## src/rtl/pit_pkg.sv

```systemverilog
package pit_pkg;
  localparam int BYTE_W = 8;

  // Access-type encodings in control bits [5:4]
  localparam logic [1:0] ACC_LATCH = 2'b00;
  localparam logic [1:0] ACC_WORD  = 2'b11;
  localparam logic [1:0] SEL_RDBK  = 2'b11;

  typedef struct packed {
    logic loadLo;     // write low byte, stop, drop output
    logic loadHi;     // write high byte, maybe start
    logic takeSnap;   // capture count into snapshot
    logic rdHi;       // read pointer at high byte
    logic useSnap;    // snapshot held
    logic modeIntTc;  // mode 0 selected
  } pitCtl_t;
endpackage

```

## src/rtl/pit_ctrl.sv

```systemverilog
module pit_ctrl
  import pit_pkg::*;
#(
  parameter int CHAN_ID = 2
) (
  input  logic              clk,
  input  logic              rstN,
  input  logic              ctrlWr,
  input  logic [BYTE_W-1:0] ctrlData,
  input  logic              dataWr,
  input  logic              dataRd,
  output pitCtl_t           ctl,
  output logic              cfgErr
);
  localparam logic [1:0] MY_SEL = CHAN_ID[1:0];

  logic [1:0] selF, accF;
  logic [2:0] modeF;
  logic       bcdF;
  logic       forMe, isRdbk, isLatch, modeOk, badWord, doProgram, doSnap;
  logic [2:0] modeQ;
  logic       wrHi, rdHi, snapHeld, errQ;

  always_comb begin
    selF      = ctrlData[7:6];
    accF      = ctrlData[5:4];
    modeF     = ctrlData[3:1];
    bcdF      = ctrlData[0];
    isRdbk    = (selF == SEL_RDBK);
    forMe     = (selF == MY_SEL);
    isLatch   = (accF == ACC_LATCH);
    modeOk    = (modeF == 3'd0) || (modeF == 3'd2) || (modeF == 3'd3);
    badWord   = isRdbk || (forMe && !isLatch && ((accF != ACC_WORD) || bcdF || !modeOk));
    doProgram = ctrlWr && forMe && !isLatch && !badWord;
    doSnap    = ctrlWr && forMe && isLatch && !snapHeld;
  end

  always_ff @(posedge clk) begin
    if (!rstN) begin
      modeQ    <= 3'd0;
      wrHi     <= 1'b0;
      rdHi     <= 1'b0;
      snapHeld <= 1'b0;
      errQ     <= 1'b0;
    end else begin
      errQ <= ctrlWr && badWord;
      if (doProgram) modeQ <= modeF;
      if (dataWr) wrHi <= !wrHi;
      if (doSnap) begin
        snapHeld <= 1'b1;
        rdHi     <= 1'b0;
      end else if (dataRd) begin
        rdHi <= !rdHi;
        if (snapHeld && rdHi) snapHeld <= 1'b0;
      end
    end
  end

  always_comb begin
    ctl.loadLo    = dataWr && !wrHi;
    ctl.loadHi    = dataWr && wrHi;
    ctl.takeSnap  = doSnap;
    ctl.rdHi      = rdHi;
    ctl.useSnap   = snapHeld;
    ctl.modeIntTc = (modeQ == 3'd0);
  end

  assign cfgErr = errQ;
endmodule

```

## src/rtl/pit_count.sv

```systemverilog
module pit_count
  import pit_pkg::*;
#(
  parameter int CW = 16
) (
  input  logic              clk,
  input  logic              rstN,
  input  logic              tickEn,
  input  logic [BYTE_W-1:0] wrByte,
  input  pitCtl_t           ctl,
  output logic [CW-1:0]     countVal,
  output logic              running,
  output logic              outLevel,
  output logic [BYTE_W-1:0] rdByte
);
  localparam int HW = CW - BYTE_W;

  logic [CW-1:0] countQ, snapQ, hiLoad, srcVal;
  logic          runQ, outQ;

  assign hiLoad = {wrByte[HW-1:0], countQ[BYTE_W-1:0]};

  always_ff @(posedge clk) begin
    if (!rstN) begin
      countQ <= '0;
      snapQ  <= '0;
      runQ   <= 1'b0;
      outQ   <= 1'b0;
    end else begin
      if (ctl.takeSnap) snapQ <= countQ;
      if (ctl.loadLo) begin
        countQ[BYTE_W-1:0] <= wrByte;
        runQ <= 1'b0;
        outQ <= 1'b0;
      end else if (ctl.loadHi) begin
        countQ <= hiLoad;
        runQ   <= (hiLoad != '0);
      end else if (runQ && tickEn) begin
        countQ <= countQ - 1'b1;
        if (countQ == CW'(1)) begin
          runQ <= 1'b0;
          if (ctl.modeIntTc) outQ <= 1'b1;
        end
      end
    end
  end

  always_comb begin
    srcVal = ctl.useSnap ? snapQ : countQ;
    rdByte = '0;
    if (ctl.rdHi) rdByte[HW-1:0] = srcVal[CW-1:BYTE_W];
    else          rdByte = srcVal[BYTE_W-1:0];
  end

  assign countVal = countQ;
  assign running  = runQ;
  assign outLevel = outQ;
endmodule

```

## src/rtl/pit_channel.sv

```systemverilog
module pit_channel
  import pit_pkg::*;
#(
  parameter int CHAN_ID  = 2,
  parameter int CNT_W    = 16,
  parameter int SPKR_POS = 5
) (
  input  logic       clk,
  input  logic       rstN,
  input  logic       tickEn,
  input  logic       ctrlWr,
  input  logic [7:0] ctrlData,
  input  logic       dataWr,
  input  logic       dataRd,
  input  logic [7:0] wrData,
  output logic [7:0] rdData,
  output logic       outLevel,
  output logic [7:0] portStatus,
  output logic       cfgErr
);
  pitCtl_t          ctl;
  logic [CNT_W-1:0] countVal;
  logic             running;

  pit_ctrl #(.CHAN_ID(CHAN_ID)) u_ctrl (
    .clk(clk), .rstN(rstN), .ctrlWr(ctrlWr), .ctrlData(ctrlData),
    .dataWr(dataWr), .dataRd(dataRd), .ctl(ctl), .cfgErr(cfgErr)
  );

  pit_count #(.CW(CNT_W)) u_count (
    .clk(clk), .rstN(rstN), .tickEn(tickEn), .wrByte(wrData), .ctl(ctl),
    .countVal(countVal), .running(running), .outLevel(outLevel), .rdByte(rdData)
  );

  always_comb begin
    portStatus = '0;
    portStatus[SPKR_POS] = outLevel;
  end
endmodule

```

## config.mk

```make
export PLATFORM = sky130hd
export DESIGN_NAME = pit_channel
export DESIGN_NICKNAME = d
export VERILOG_FILES = /design/src/rtl/pit_pkg.sv /design/src/rtl/pit_ctrl.sv /design/src/rtl/pit_count.sv /design/src/rtl/pit_channel.sv
export SDC_FILE = /design/constraint.sdc
export NUM_CORES = 1
export LEC_CHECK = 0
export ABC_AREA = 1
export BUFFER_PORTS_ARGS = -buffer_cell sky130_fd_sc_hd__buf_4
export CORE_MARGIN = 3
export CORE_UTILIZATION = 45
export DETAILED_ROUTE_END_ITERATION = 16
export GPL_ROUTABILITY_DRIVEN = 0
export PLACE_DENSITY = 0.66
export SETUP_SLACK_MARGIN = 0.4
export SYNTH_ARGS = -nofsm -noshare
export SYNTH_HDL_FRONTEND = slang
export SYNTH_HIERARCHICAL = 1
export SYNTH_SLANG_ARGS = --single-unit
export TNS_END_PERCENT = 10
```

## constraint.sdc

```tcl
create_clock -name clk -period 1.6 [get_ports clk]
set_input_delay 0.24 -clock clk [delete_from_list [all_inputs] [get_ports clk]]
set_output_delay 0.24 -clock clk [all_outputs]
set_load 0.01 [all_outputs]
```

==> run metrics <==
status=complete, no violations; dpl ws=roughly 0.17 ns; register area share after synthesis=33.7%; Yosys Warn Count=6; DRC=0; r2r setup slk=approximately 0.16 ns; ANT nets after route=0; CTS tree=yes; commonest non-fill, non-tap cells in the layout=nand2_1 (62), nor2_1 (50), buf_4 (42); clock net sink count=between 40 and 50; final worst-path setup slack=a little over 0.04 ns; Via-to-Cell Ratio=5.16; commonest non-fill, non-tap cell in the layout=nand2_1; Peak VDD IR=approximately 500 uV; first-pass GRT wire length=~10000 um; Req. time, crit path=1.36 ns; count of final hold-check violations=0; Clock Latency Late Sink=0.29 ns; post-route cell area=0.00300 mm^2; Row Count=26; DIE AREA=0.00633 mm^2; FMAX=642 MHz; Root Buffer=clkbuf_8; GRT met1 Usage=approximately a quarter; worst-case reg-to-reg path depth=9; htree depth=2; setup TNS=0 ns; unrepaired setup endpoints after global routing=true; xor and xnor fraction of the mapped netlist area=0.360%; dpl hpwl=4660 um; diodes inserted=0; Top Ports=40; via count=~2500; layout cells sized above 1=27.5%; IO Port Bufs=32; grt met3 use=~3.5%; synthesized area=0.00243 mm^2; P&R area growth vs syn=23.2%; vias in the first global route=2266; mean post-synth cell area=6.42 um^2; post-synth cell types=30; hold crit path type=in2reg; GRT Max-Usage Layer=met2; core area=0.00517 mm^2; min Tclk post-route=1.56 ns; largest family of logic cells by synthesized area=simple AND/OR/NAND/NOR gates; critical path class=reg2out; max_cap viols=0; initial antenna violation count=0; Routed WL=~6300 um; largest net degree at the start of global routing=26; DRT Pass-1 Iters=4; critical path peak fanout=16; Critical Path AT=1.32 ns; met2 Track Usage GR=36.0%; crit path launch type=flop; Setup Skew=0.00904 ns; die height=~80 um; initial DRC count=about 250; PwrDens=826 mW/mm^2; mux cell area share after synthesis=0%; Simple-Gate Fraction of Synth Area=31.0%; hold path depth=3; cts bufs inserted=5; Initial Util=47.0%; Avg WL per Cell=13.2 um; Leak=1.30 nW; Synth Area in Compound Gates=21.5%; Synth Register Bits=41; Mapped Cells=379; Final Util=58.0%; final net count=435; final setup vio count=0; cts hold-fix bufs=0; Longest Clk Path Bufs=2; Max Slew Vio Count=0; global-route usage over all layers=20.6%; global route overflow=0; Worst-path clk slew=0.08 ns; Adder-Cell Fraction of Synth Area=under 10%; filler instances=499; die width=about 80 um; Critical Path End Type=output port; Area after DPL=0.00272 mm^2; period utilization=slightly below 100%
[metrics by stage]
step	cells	power, mW	hold WS, ns
after floorplan	385	1.54	0.361
after global placement	472	1.70	0.430
after detailed placement	472	1.71	0.430
after CTS	481	2.43	0.186
after global routing	481	2.62	0.200
final	481	2.48	0.190
[worst paths after layout]
path | end | startpoint
worst max-delay path | rdData[7] | u_ctrl/rdHi
worst min-delay path | u_ctrl/cfgErr | ctrlWr
worst max register to register | u_count/countVal[11] | u_ctrl/wrHi
worst min register to register | u_ctrl/modeQ[2] | u_ctrl/modeQ[2]
[sequential cells by signal, summed over array words and instances, names as in the netlist]
signal            cells
u_count/countVal     16
u_count/outLevel      1
u_count/running       1
u_count/snapQ        16
u_ctrl/cfgErr         1
u_ctrl/modeQ          3
u_ctrl/rdHi           1
u_ctrl/snapHeld       1
u_ctrl/wrHi           1
[routing by layer]
layer  part of all wire (%)  vias up  wire length, um
met1                     45     1136             2820
met2                     49       61             3110
met3                    4.8        8              305
met5                      0        -                0
met4                    1.4        0               90
li1                       -     1276                -
[what timing repair did]
action | in CTS | in global routing
setup buffers | 2 | 0
hold endpoints to repair | 0 | 0
pin swaps | 0 | 26
gates cloned | 0 | 0
resized for setup | 4 | 56
setup endpoints to repair | 26 | 37
[layout make-up]
cell class | instances | area, um^2 | share of cell area (%)
clock buffers | 6 | 82.6 | 2.75
multi-input cells | 277 | 1480 | 49.3
inverters | 43 | 175 | 5.84
flip-flops and latches | 41 | 833 | 27.8
well taps | 70 | 87.6 | 2.92
clock inverters | 1 | 7.51 | 0.250
repair buffers | 43 | 335 | 11.2
[cell usage after synthesis (all sizes together)]
library cell   n  area [um^2]
conb           1         3.75
a31oi          2         12.5
xor2           1         8.76
nand4          6         37.5
buf           16          108
clkbuf         8         30.0
dfxtp         41          821
a22oi          1         7.51
inv           43          161
nand2         72          280
nand3         16         90.1
nor4           1         6.26
a21oi         41          228
o21ai         49          245
nor3b          2         20.0
ha             2         25.0
nor3           4         20.0
o211ai         3         22.5
nor2          69          299
a21boi         1         7.51
[logic make-up (layout without fill, tap and decap cells)]
family	Yosys count	in the layout
buffers and inverters	67	93
adder cells (fa/ha/maj)	2	2
AND/OR/NAND/NOR	170	170
AO/OA/AOI/OAI	97	97
other	1	7
XOR/XNOR	1	1
flip-flops	41	41
[power breakdown]
group / switching, mW / leakage (nW) / internal (mW)
Clock: 0.353 / 0.0433 / 0.341
Combinational: 0.402 / 0.922 / 0.262
Sequential: 0.0524 / 0.337 / 1.07
[critical path: stages, from the launching register on]
cell and delay [ns]:
dfxtp_2 0.36, clkinvlp_4 0.10, buf_12 0.15, a21oi_1 0.11
o21ai_1 0.09, o21ai_1 0.08, buf_4 0.13
No activity file was read; power rests on OpenSTA's default activity.
